**config.mk**
```make
export PLATFORM = sky130hd
export DESIGN_NAME = irq_vec_ctrl
export DESIGN_NICKNAME = d
export VERILOG_FILES = /design/src/rtl/irqv_pkg.sv /design/src/rtl/irqv_cfg_regs.sv /design/src/rtl/irqv_prio_pick.sv /design/src/rtl/irq_vec_ctrl.sv
export SDC_FILE = /design/constraint.sdc
export NUM_CORES = 1
export LEC_CHECK = 0
export CORE_UTILIZATION = 61
export DETAILED_ROUTE_END_ITERATION = 8
export GPL_ROUTABILITY_DRIVEN = 0
export PLACE_DENSITY = 0.95
export SKIP_LAST_GASP = 1
export SYNTH_ARGS = -nofsm -noshare
export SYNTH_HDL_FRONTEND = slang
export SYNTH_SLANG_ARGS = --single-unit
```
**constraint.sdc**
```tcl
create_clock -name clk -period 19.9 [get_ports clk]
set_input_delay 2.985 -clock clk [delete_from_list [all_inputs] [get_ports clk]]
set_output_delay 2.985 -clock clk [all_outputs]
set_load 0.005 [all_outputs]
```
**src/rtl/irqv_pkg.sv**
```systemverilog
package irqv_pkg;

  typedef struct packed {
    logic       route_cop;
    logic [2:0] level;
  } irqv_cfg_t;

  localparam logic [7:0]  OFS_SPUR  = 8'h10;
  localparam logic [7:0]  OFS_FIRST = 8'h12;
  localparam logic [7:0]  OFS_XIRQ  = 8'hF4;
  localparam logic [7:0]  OFS_SWI   = 8'hF6;
  localparam logic [7:0]  OFS_TRAP  = 8'hF8;
  localparam logic [15:0] VEC_RST0  = 16'hFFFE;
  localparam logic [15:0] VEC_RST1  = 16'hFFFC;
  localparam logic [15:0] VEC_RST2  = 16'hFFFA;
  localparam logic [7:0]  BASE_RST  = 8'hFF;

  function automatic logic [7:0] slot_ofs(int unsigned idx);
    return 8'(OFS_FIRST + 8'(2 * idx));
  endfunction

endpackage

```
**src/rtl/irqv_cfg_regs.sv**
```systemverilog
module irqv_cfg_regs
  import irqv_pkg::*;
#(
  parameter int NUM_REQ = 8,
  parameter int AW      = 4
) (
  input  logic                        clk,
  input  logic                        rst_n,
  input  logic                        we,
  input  logic [AW-1:0]               addr,
  input  logic [7:0]                  wdata,
  output logic [7:0]                  rdata,
  output logic [7:0]                  base,
  output irqv_cfg_t [NUM_REQ-1:0]     cfg
);

  localparam int IRQ_PIN = NUM_REQ - 1;

  logic [7:0] base_q, base_d;
  logic       base_hit;
  logic       unused_wbits;

  assign unused_wbits = ^wdata[6:3];
  assign base_hit     = we && (addr == '0);

  always_comb begin
    base_d = base_q;
    if (base_hit) base_d = wdata;
  end

  always_ff @(posedge clk or negedge rst_n) begin
    if (!rst_n)        base_q <= BASE_RST;
    else if (base_hit) base_q <= base_d;
  end

  assign base = base_q;

  for (genvar k = 0; k < NUM_REQ; k++) begin : g_ent
    irqv_cfg_t ent_q, ent_d;
    logic      hit;

    assign hit = we && (addr == AW'(k + 1));

    always_comb begin
      ent_d = ent_q;
      if (hit) begin
        ent_d.level     = wdata[2:0];
        ent_d.route_cop = (k == IRQ_PIN) ? 1'b0 : wdata[7];
      end
    end

    always_ff @(posedge clk or negedge rst_n) begin
      if (!rst_n)   ent_q <= '{route_cop: 1'b0, level: 3'd1};
      else if (hit) ent_q <= ent_d;
    end

    assign cfg[k] = ent_q;
  end

  always_comb begin
    rdata = 8'h00;
    if (addr == '0) rdata = base_q;
    for (int k = 0; k < NUM_REQ; k++) begin
      if (addr == AW'(k + 1)) rdata = {cfg[k].route_cop, 4'b0000, cfg[k].level};
    end
  end

  AST_IRQ_CPU_ONLY: assert property (@(posedge clk) disable iff (!rst_n)
    we && (addr == AW'(NUM_REQ)) |=> !cfg[IRQ_PIN].route_cop);

endmodule

```
**src/rtl/irqv_prio_pick.sv**
```systemverilog
module irqv_prio_pick
  import irqv_pkg::*;
#(
  parameter int NUM_REQ = 8,
  parameter int IW      = 3
) (
  input  logic [NUM_REQ-1:0]      elig,
  input  irqv_cfg_t [NUM_REQ-1:0] cfg,
  output logic                    win_valid,
  output logic [IW-1:0]           win_idx,
  output logic [2:0]              win_level
);

  always_comb begin
    win_valid = 1'b0;
    win_idx   = '0;
    win_level = 3'd0;
    for (int k = 0; k < NUM_REQ; k++) begin
      if (elig[k] && (cfg[k].level >= win_level)) begin
        win_valid = 1'b1;
        win_idx   = IW'(k);
        win_level = cfg[k].level;
      end
    end
  end

endmodule

```
**src/rtl/irq_vec_ctrl.sv**
```systemverilog
module irq_vec_ctrl
  import irqv_pkg::*;
#(
  parameter  int NUM_REQ = 8,
  localparam int IW      = (NUM_REQ > 1) ? $clog2(NUM_REQ) : 1,
  localparam int AW      = $clog2(NUM_REQ + 1)
) (
  input  logic               clk,
  input  logic               rst_n,
  input  logic               reg_we,
  input  logic [AW-1:0]      reg_addr,
  input  logic [7:0]         reg_wdata,
  output logic [7:0]         reg_rdata,
  input  logic [NUM_REQ-1:0] irq_req,
  input  logic               xirq_req,
  input  logic               swi_req,
  input  logic               trap_req,
  input  logic [2:0]         rst_src,
  input  logic [2:0]         cpu_ipl,
  input  logic               cpu_ibit,
  input  logic               cpu_xbit,
  input  logic               vec_fetch,
  output logic               cpu_int_req,
  output logic               cpu_vec_valid,
  output logic [15:0]        cpu_vector,
  output logic               cop_req,
  output logic [IW-1:0]      cop_chan,
  output logic               cpu_wake,
  output logic               cop_wake
);

  logic [7:0]                base;
  irqv_cfg_t [NUM_REQ-1:0]   cfg;
  logic [NUM_REQ-1:0]        cpu_elig, cop_elig, cpu_pend;
  logic                      cpu_win_valid, cop_win_valid;
  logic [IW-1:0]             cpu_win_idx, cop_win_idx;
  logic [2:0]                cpu_win_level, cop_win_level;
  logic                      cur_valid;
  logic [15:0]               cur_vec;

  irqv_cfg_regs #(.NUM_REQ(NUM_REQ), .AW(AW)) u_regs (
    .clk(clk), .rst_n(rst_n), .we(reg_we), .addr(reg_addr),
    .wdata(reg_wdata), .rdata(reg_rdata), .base(base), .cfg(cfg)
  );

  always_comb begin
    for (int k = 0; k < NUM_REQ; k++) begin
      cpu_pend[k] = irq_req[k] && (cfg[k].level != 3'd0) && !cfg[k].route_cop;
      cpu_elig[k] = cpu_pend[k] && (cfg[k].level > cpu_ipl) && !cpu_ibit;
      cop_elig[k] = irq_req[k] && (cfg[k].level != 3'd0) && cfg[k].route_cop;
    end
  end

  irqv_prio_pick #(.NUM_REQ(NUM_REQ), .IW(IW)) u_cpu_pick (
    .elig(cpu_elig), .cfg(cfg), .win_valid(cpu_win_valid),
    .win_idx(cpu_win_idx), .win_level(cpu_win_level)
  );

  irqv_prio_pick #(.NUM_REQ(NUM_REQ), .IW(IW)) u_cop_pick (
    .elig(cop_elig), .cfg(cfg), .win_valid(cop_win_valid),
    .win_idx(cop_win_idx), .win_level(cop_win_level)
  );

  always_comb begin
    cur_valid = 1'b1;
    if (rst_src[0])                  cur_vec = VEC_RST0;
    else if (rst_src[1])             cur_vec = VEC_RST1;
    else if (rst_src[2])             cur_vec = VEC_RST2;
    else if (trap_req)               cur_vec = {base, OFS_TRAP};
    else if (swi_req)                cur_vec = {base, OFS_SWI};
    else if (xirq_req && !cpu_xbit)  cur_vec = {base, OFS_XIRQ};
    else if (cpu_win_valid)          cur_vec = {base, slot_ofs(int'(cpu_win_idx))};
    else begin
      cur_valid = 1'b0;
      cur_vec   = {base, OFS_SPUR};
    end
  end

  logic          int_req_d, vv_d, cop_req_d, cpu_wake_d, cop_wake_d;
  logic [15:0]   vec_d;
  logic [IW-1:0] chan_d;

  always_comb begin
    int_req_d  = cur_valid;
    vv_d       = vec_fetch;
    vec_d      = vec_fetch ? cur_vec : cpu_vector;
    cop_req_d  = cop_win_valid;
    chan_d     = cop_win_valid ? cop_win_idx : cop_chan;
    cpu_wake_d = ((|cpu_pend) && !cpu_ibit) || xirq_req || swi_req || trap_req || (|rst_src);
    cop_wake_d = |cop_elig;
  end

  always_ff @(posedge clk or negedge rst_n) begin
    if (!rst_n) begin
      cpu_int_req   <= 1'b0;
      cpu_vec_valid <= 1'b0;
      cpu_vector    <= 16'h0000;
      cop_req       <= 1'b0;
      cop_chan      <= '0;
      cpu_wake      <= 1'b0;
      cop_wake      <= 1'b0;
    end else begin
      cpu_int_req   <= int_req_d;
      cpu_vec_valid <= vv_d;
      if (vec_fetch)     cpu_vector <= vec_d;
      cop_req       <= cop_req_d;
      if (cop_win_valid) cop_chan <= chan_d;
      cpu_wake      <= cpu_wake_d;
      cop_wake      <= cop_wake_d;
    end
  end

  AST_VEC_AFTER_FETCH: assert property (@(posedge clk) disable iff (!rst_n)
    vec_fetch |=> cpu_vec_valid);
  AST_SPURIOUS_VEC: assert property (@(posedge clk) disable iff (!rst_n)
    vec_fetch && !cur_valid |=> cpu_vector == {$past(base), 8'h10});
  AST_XIRQ_WAKE: assert property (@(posedge clk) disable iff (!rst_n)
    xirq_req |=> cpu_wake);
  AST_NEST_GATE: assert property (@(posedge clk) disable iff (!rst_n)
    cpu_win_valid |-> (cpu_win_level > cpu_ipl) && !cpu_ibit);
  AST_COP_NOT_IRQ: assert property (@(posedge clk) disable iff (!rst_n)
    cop_win_valid |-> (cop_win_idx != IW'(NUM_REQ - 1)) && (cop_win_level != 3'd0));
  AST_RST_VEC: assert property (@(posedge clk) disable iff (!rst_n)
    rst_src[0] && vec_fetch |=> cpu_vector == 16'hFFFE);

endmodule

```
==> summary by stage, run 1 <==
Run status
The run finished with clean final reports.

Detailed routing
The iteration count of the initial detailed-routing pass is 6. After detailed routing, the number of vias per cell comes to between 7 and 8. The number of DRC markers in iteration 0 is just over 700. The number of vias in the routed layout is between 4000 and 5000. Summed over all layers, the routed wires come to 15450 um.

The DRC violation count after routing is 0. The routed wire length per instance is ~22 um. The number of antenna-violating nets in the routed design is 0.

Setup path
Data on the critical path arrives at its endpoint at about 16 ns. The number of buffers and inverters on the critical path is 4. The worst setup path is launched from an input port. The endpoint kind of the worst setup timing path is a flop. On the worst path, the slowest cell contributes a delay of 0.52 ns. The largest individual stage delay along the critical path comes from the cell sky130_fd_sc_hd__or3_1. The reg-to-reg endpoint is cpu_vector[3]. Along the worst path, the maximum fanout reaches 11. Among the stages of the critical path, the cell type that occurs most often is sky130_fd_sc_hd__ha_1.

The largest delay contributor family on the critical path is compound AO/OA/AOI/OAI gates. The critical path is of the in2reg type. The data required time at the worst endpoint is 20.10 ns. Setup slack on the worst reg-to-reg path comes out at around 6.7 ns. The length in cells of the worst reg-to-reg path is between 50 and 60. The launch instance of the worst register-to-register path is u_regs.cfg[0].

Synthesis
The number of warnings reported in the yosys synthesis log is 0. Synthesis produced around 540 cells. The adder-cell share of the synthesized area is 0.1524.

The top flip-flop cell by instance count after synthesis is sky130_fd_sc_hd__dfrtp_1. The synthesized design contains 0 enable-type register cells. The fraction of synthesized cell area in xor and xnor cells is 0.

Of all flip-flops after synthesis, the portion carrying an async set or reset was 1.000. Averaged over all synthesized cells, the footprint is about 9.4 um2. Synthesis instantiated 68 different standard cells from the library. Measured against the total synthesized area, the mux share comes to 0.1307.

The sequential-to-total area share from yosys stat is 0.3047. Of the post-synthesis cell area, the dominant cell type holds 0.2219. The compound-cell area share of the yosys netlist is 0.1923.

The simple-gate share of the synthesized area is 0.1773. The largest total area in the synthesized netlist belongs to sky130_fd_sc_hd__dfrtp_1. The total of flip-flops plus latches after synthesis is slightly above 60. In the post-synthesis netlist, the biggest area contributors are sky130_fd_sc_hd__dfrtp_1 22%, sky130_fd_sc_hd__ha_1 15%, sky130_fd_sc_hd__mux2_2 9.5%, sky130_fd_sc_hd__dfstp_2 8.3%, sky130_fd_sc_hd__o21ai_0 3.2%. By area, the combinational part of the netlist is dominated by compound AO/OA/AOI/OAI gates. The total standard cell area after synthesis is just over 5000 um2. When the netlist entered floorplanning its net count stood at roughly 640.

Clock tree
Clock tree synthesis selected as its root buffer the cell sky130_fd_sc_hd__clkbuf_8. The number of gates resized after cts is 0. TritonCTS built the clock tree. The depth of the CTS H-tree is 3. The clock latency on the worst-skew pair is around 0.36 ns.

The number of setup buffers added after CTS is 0. The clock drives 61 sinks. After clock tree synthesis, the clock-pin slew on the worst setup and hold paths is ~0.080 ns. The number of buffers inserted by hold repair at cts is 0. The maximum clock path buffer count is 2. The total clock buffers created by CTS is 9.

Placed design
The placed instances occupy a cell area of around 5800 um2. Once detailed placement completed, the half-perimeter wirelength came to 11040 um. Buffers placed on the I/O ports in this run total 65.

Global route
The initial antenna violation count came to 0. The first global-routing pass estimated between 20000 and 25000 um of wire. The via count of the first global-routing pass is 4894. Entering global routing, the biggest net connects between 60 and 70 pins.

The total overflow left after global routing is 0. The global-route usage over all layers is 0.3737.

STA
Based on the critical path, the design can be clocked at up to 62.68 MHz. The worst-case clock skew is between 0.01 and 0.015 ns. The remaining max-slew budget at the tightest pin is 0.3205. The shortest period the worst path allows is roughly 16 ns.

The share of the clock period used by the worst path after layout is 0.8018. The final number of max-transition violations came to 0. The number of endpoints with negative hold slack in the final report is 0. Setup repair after global routing left no endpoint under its margin. The final total negative setup slack is 0 ns. Setup violations remaining at the end of the flow were counted as 0. The pin slew with the least headroom to its limit is 0.9935 ns.

Job
Max-cap violations in this run came to 0.

Pwr
Dividing total power by cell area gives a power density of ~91 nW/um2. The leakage power of the design is between 0.002 and 0.003 uW. The design draws between 500 and 600 uW. The worst IR drop on VDD is approximately 0.07 mV.

Final layout
In the layout the commonest cells are 64 x sky130_fd_sc_hd__clkdlybuf4s50_1, 61 x sky130_fd_sc_hd__ha_1, 45 x sky130_fd_sc_hd__dfrtp_1, 43 x sky130_fd_sc_hd__mux2_2, 41 x sky130_fd_sc_hd__nand2_1. In the final design database the tool counted 692 nets. The library cell used most frequently in the layout, excluding fill and tap cells, is sky130_fd_sc_hd__clkdlybuf4s50_1. The layout has 491 filler cells. The finished cells cover 5936 um2.

The signed area change from the synthesized netlist to the final layout is 16.96%. Of the cells placed in the final design, the portion with a size suffix greater than 1 is 0.1581. 0 antenna diodes ended up in the layout.

Worst hold path
For hold timing, the worst endpoint is cop_chan[2]. The launch instance of the worst min-delay path is cop_chan[2]. The class of the tightest hold or removal check is reg2reg. The count of cells along the worst hold path is 2.

Floorplan
After floorplanning, the core was divided into 32 placement rows. The I/O pin count is 67. For this configuration, the core starts out at a cell density of 0.6434. The floorplan step defined a die boundary enclosing 8688 um2. The horizontal die dimension is about 93 um. The die is between 90 and 100 um tall. The area of the core is ~7900 um2.
-- sequential cells by signal (all words and copies together), names as in the netlist --
signal and count:
u_regs.cfg 31, cpu_vector 14, u_regs.base 8, cop_chan 3, cop_req 1, cop_wake 1, cpu_int_req 1, cpu_vec_valid 1
cpu_wake 1
-- logic make-up after synthesis --
| group | Yosys count |
|---|---|
| adders and majority gates | 62 |
| and+or+nand+nor | 168 |
| buffers and inverters | 52 |
| muxes | 55 |
| DFF | 61 |
| other | 1 |
| AOI/OAI and AO/OA | 140 |
-- metal layers --
| layer | global-route usage | routed length [um] |
|---|---|---|
| met1 | 0.4580 | 5533 |
| met2 | 0.5938 | 7017 |
| met3 | 0.08780 | 1869 |
| met4 | 0.2333 | 1030 |
| met5 | 0 | 0 |
-- synth_stat cells (all sizes together) (7+ instances only) --
cell,n
a211o,7
a21o,9
a21oi,23
a31oi,8
and2,12
and3,8
clkbuf,16
dfrtp,45
dfstp,16
ha,61
inv,32
mux2,44
mux2i,7
nand2,41
nand2b,14
nand3,11
nor2,29
nor2b,15
nor3,12
nor4,7
o21a,7
o21ai,38
o22a,9
o31ai,7
-- power by group --
group          internal, uW  switching, uW
combinational           116            125
clock                  45.5           55.6
sequential              155           41.5
total                   316            222
-- cell type report --
cell class	instances	area (um2)	area share
well taps	102	127.6	0.02150
inverters	32	120.1	0.02024
multi-input cells	426	3316	0.5586
clock buffers	9	123.9	0.02087
clock inverters	7	48.80	0.008221
flip-flops and latches	61	1546	0.2605
repair buffers	66	653.1	0.1100
-- worst max path at each step --
stage                from       endpoint  slack, ns  cells past startpoint
4_1_cts        cpu_ipl[1]  cpu_vector[3]       4.28                     55
2_1_floorplan  cpu_ipl[1]  cpu_vector[3]       6.50                     55
5_1_grt        cpu_ipl[1]  cpu_vector[3]       3.55                     55
3_3_place_gp   cpu_ipl[0]  cpu_vector[3]       4.94                     54
3_5_place_dp   cpu_ipl[1]  cpu_vector[3]       4.17                     55
6_report       cpu_ipl[1]  cpu_vector[3]       3.95                     55
-- stage by stage --
| stage | std cells | worst slack, ns | util | hold WS (ns) |
|---|---|---|---|---|
| detailed placement | 687 | 4.172 | 0.7306 | 0.4895 |
| finish | 703 | 3.945 | 0.7525 | 0.5070 |
| CTS | 703 | 4.282 | 0.7525 | 0.5120 |
| global placement | 687 | 4.935 | 0.7306 | 0.4818 |
| global route | 703 | 3.550 | 0.7525 | 0.5308 |
| floorplan | 539 | 6.495 | - | 0.4882 |
-- worst register-to-register path, delay by kind of cell (launching register included) --
family / cells / cell delay [ns]
compound gates: 24 / 5.36
fa+ha+maj: 11 / 3.13
simple gates: 13 / 2.62
mux: 3 / 1.16
flops: 1 / 0.59
buf+inv: 3 / 0.20
Power figures use the tool's default switching activity.
==> inputs of run 2 (changes only) <==
--- a/config.mk
+++ b/config.mk
@@ -5,10 +5,10 @@
 export SDC_FILE = /design/constraint.sdc
 export NUM_CORES = 1
 export LEC_CHECK = 0
-export CORE_UTILIZATION = 61
+export CORE_UTILIZATION = 51
 export DETAILED_ROUTE_END_ITERATION = 8
 export GPL_ROUTABILITY_DRIVEN = 0
-export PLACE_DENSITY = 0.95
+export PLACE_DENSITY = 0.89
 export SKIP_LAST_GASP = 1
 export SYNTH_ARGS = -nofsm -noshare
 export SYNTH_HDL_FRONTEND = slang
==> constraint.sdc (replaced) <==
create_clock -name clk -period 14.6 [get_ports clk]
set_input_delay 2.19 -clock clk [delete_from_list [all_inputs] [get_ports clk]]
set_output_delay 2.19 -clock clk [all_outputs]
set_load 0.005 [all_outputs]
==> run 2 against run 1 <==
Total power up 43%. Clock-buffer cell count up 2. Clock power up 74%. Critical endpoint unchanged. Register-to-register slack worse by 4.3 ns. Non-clock buffer count up 5. The flow now finishes with violations (design-rule violations). Critical path depth up 2. Cell area up 2.5%. Worst hold slack worse by 0.0077 ns. Global-route usage down 7.2 points.
==> summary by stage, run 2 (synthesized netlist as in run 1, its figures left out) <==
Run status
The flow ran to the end, but the final reports show violations. The checks that failed: design-rule violations.

Setup path
The worst setup path is of the in2reg kind. The worst-path maximum fanout is 11. The worst register-to-register path ends at cpu_vector[3]. The endpoint kind of the worst setup timing path is a flop.

In this run the critical register-to-register path is launched from u_regs.cfg[0]. For the worst setup path, the data arrival time is around 14 ns. For the worst setup path, the data required time is 14.81 ns. In this run the register-to-register setup slack is between 2 and 2.5 ns. On the worst path, the slowest cell contributes a delay of ~0.46 ns. The worst setup path is launched from an input port. Counting cells, the worst reg-to-reg path comes to 56. The cell seen most often among critical-path stages is sky130_fd_sc_hd__ha_1. The slowest stage of the critical path belongs to the cell sky130_fd_sc_hd__clkdlybuf4s50_1.

Global route
The maximum number of pins on one net before global-route repair is a little over 60. The first global-routing pass estimated ~24000 um of wire. The initial antenna violation count is 0. The total overflow left after global routing is 0. The via count of the first global-routing pass is between 4000 and 5000.

The global-route usage over all layers is 0.3016.

Detailed routing
After detailed routing, the average wire length per cell comes to 20.37 um. For this run, the detailed router's first-pass iteration total came to 9. The vias per cell is ~6.5. After detailed routing, the number of remaining DRC violations is 1. After the first detailed-routing iteration, the DRC count stood at between 500 and 600. The number of antenna-violating nets in the routed design is 0. In the detailed route, the total length drawn on met3 is between 1000 and 1500 um. The detailed route wirelength on metal2 is ~7100 um. The wire length on met1 is 5950 um. After detailed routing, the total wire length is between 15000 and 20000 um. Summing over every cut layer, the via total after detailed routing is between 4000 and 5000. The highest metal layer carrying signal wires in the routed design is met4.

STA
The remaining max-slew budget at the tightest pin is 0.3021. Derived from the worst setup path, the maximum achievable clock frequency is about 70 MHz. The worst setup slack after layout is around 0.65 ns. The final number of max-transition violations is 0. Setup violations remaining at the end of the flow were counted as 0. The number of endpoints with negative hold slack in the final report is 0. The pin slew with the least headroom to its limit is a little over 1 ns. Setup repair after global routing left no endpoint under its margin.

The worst-case clock skew is 0.006709 ns. The shortest period the worst path allows is around 14 ns. The final total negative setup slack is 0 ns. The share of the clock period used by the worst path after layout is 0.9558.

Final layout
The number of antenna repair diodes is 0. After filler insertion, the fill cell instance count of the layout stands at a little under 800. The library cell used most frequently in the layout, excluding fill and tap cells, is sky130_fd_sc_hd__clkdlybuf4s50_1. The layout net count is approximately 700.

In the final layout, the share of cells above drive strength 1 is 0.1716. The register with the most flip-flops in the layout has 31 of them. The library cells used most frequently in the layout, excluding fill and tap cells, are 64 x sky130_fd_sc_hd__clkdlybuf4s50_1, 61 x sky130_fd_sc_hd__ha_1, 45 x sky130_fd_sc_hd__dfrtp_1, 43 x sky130_fd_sc_hd__mux2_2, 41 x sky130_fd_sc_hd__nand2_1. The signed area change from the synthesized netlist to the final layout is 19.92%.

Clock tree
Clock tree synthesis selected as its root buffer the cell sky130_fd_sc_hd__clkbuf_8. The number of clock sinks seen by CTS is 61. The maximum clock path buffer count is 2. The clock-pin slew of the registers on the worst-case setup and hold paths is approximately 0.080 ns. The number of buffers inserted by hold repair at cts is 0. TritonCTS built the clock tree. The clock latency on the worst-skew pair is 0.36 ns. The total clock buffers created by CTS is 9. In this run the number of H-tree levels came out at 3.

Job
Across the run, the number of max-cap violations was 0.

Worst hold path
The count of cells along the worst hold path is 2. The class of the tightest hold or removal check is reg2reg. The hold path endpoint is cop_chan[2]. The launch instance of the worst min-delay path is cop_chan[2].

Floorplan
The initial cell density of the core is 0.5216. The I/O pin count is between 60 and 70. In this run the standard cell core region covers around 9700 um2. The floorplan has 36 rows. The floorplan step set the die width to 101.8 um. The floorplan step set the die height to between 100 and 150 um. The area of the die is a little over 10000 um2.

Placed design
In this run the tool buffered the top-level ports with 65 buffer cells. The worst slack after detailed placement is around 0.044 ns. The half-perimeter wire length of the detailed placement result is between 10000 and 15000 um.

Pwr
The share of total power dissipated in sequential elements is 0.344. Of the total power, combinational logic draws 0.426. Of the total power, the clock network draws 0.230.

Of the total power, the share spent switching nets is 0.3859. For this design the static power due to leakage is 0.002585 uW. The power density of the placed cells is approximately 130 nW/um2. The worst IR drop on VDD is between 0.05 and 0.06 mV. The net switching power of the design is a little under 300 uW. The internal power of the cells totals 470.8 uW.
run 2: cell types whose count changed in the layout (fill, tap and decap cells not counted), moves of 2 or more:
cell | previous run | this run
sky130_fd_sc_hd__o21ai_0 | 32 | 30
sky130_fd_sc_hd__clkinv_2 | 3 | 1
sky130_fd_sc_hd__bufinv_16 | 0 | 2
sky130_fd_sc_hd__buf_4 | 1 | 6
run 2: metrics by stage:
| step | instances | utilization | hold WS [ns] | cell area [um2] | power [uW] |
|---|---|---|---|---|---|
| finish | 739 | 0.6255 | 0.4993 | 6086 | 766.6 |
| global route | 739 | 0.6255 | 0.5277 | 6086 | 809.6 |
| CTS | 738 | 0.6224 | 0.5043 | 6056 | 754.2 |
| detailed placement | 722 | 0.5994 | 0.4867 | 5832 | 574.3 |
| global placement | 722 | 0.5994 | 0.4833 | 5832 | 552.5 |
| floorplan | 539 | - | 0.4882 | 5075 | 461.0 |
run 2: final cells by class:
cell class | count | area (um2) | share of cell area
clock buffer | 11 | 141.4 | 0.02323
clock inverter | 5 | 82.58 | 0.01357
inverter | 32 | 120.1 | 0.01974
multi-input combinational | 426 | 3338 | 0.5485
sequential | 61 | 1546 | 0.2541
tap | 133 | 166.4 | 0.02734
timing repair buffer | 71 | 690.7 | 0.1135
run 2: worst max-delay path by stage:
stage          startpoint             to
2_1_floorplan  cpu_ipl[1]  cpu_vector[3]
3_3_place_gp   cpu_ipl[0]  cpu_vector[3]
3_5_place_dp   cpu_ipl[0]  cpu_vector[3]
4_1_cts        cpu_ipl[0]  cpu_vector[3]
5_1_grt        cpu_ipl[0]  cpu_vector[3]
6_report       cpu_ipl[0]  cpu_vector[3]
run 2: worst max-delay path, delay by kind of cell:
| kind | cells | cell delay, ns |
|---|---|---|
| and+or+nand+nor | 15 | 2.57 |
| AOI/OAI and AO/OA | 24 | 4.50 |
| muxes | 3 | 1.03 |
| buffers and inverters | 4 | 0.81 |
| adders and majority gates | 11 | 3.07 |
run 2: power by group through the flow:
stage	Combinational [uW]	Clock, uW	Sequential, uW
after CTS	316	178	260
after detailed placement	311	0	263
after floorplan	217	0	244
after global placement	292	0	260
after global routing	360	184	266
final	327	176	264
run 2: timing repair:
action                     in CTS  in global routing
resized for setup               0                  7
setup endpoints to repair       0                  5
buffers inserted                0                  1
run 2: routing by layer:
metal  vias to the layer above  track usage
met5                         -            0
met2                       314       0.4839
met4                         0       0.1527
met1                      2262       0.3884
li1                       2139            -
met3                        62      0.05728
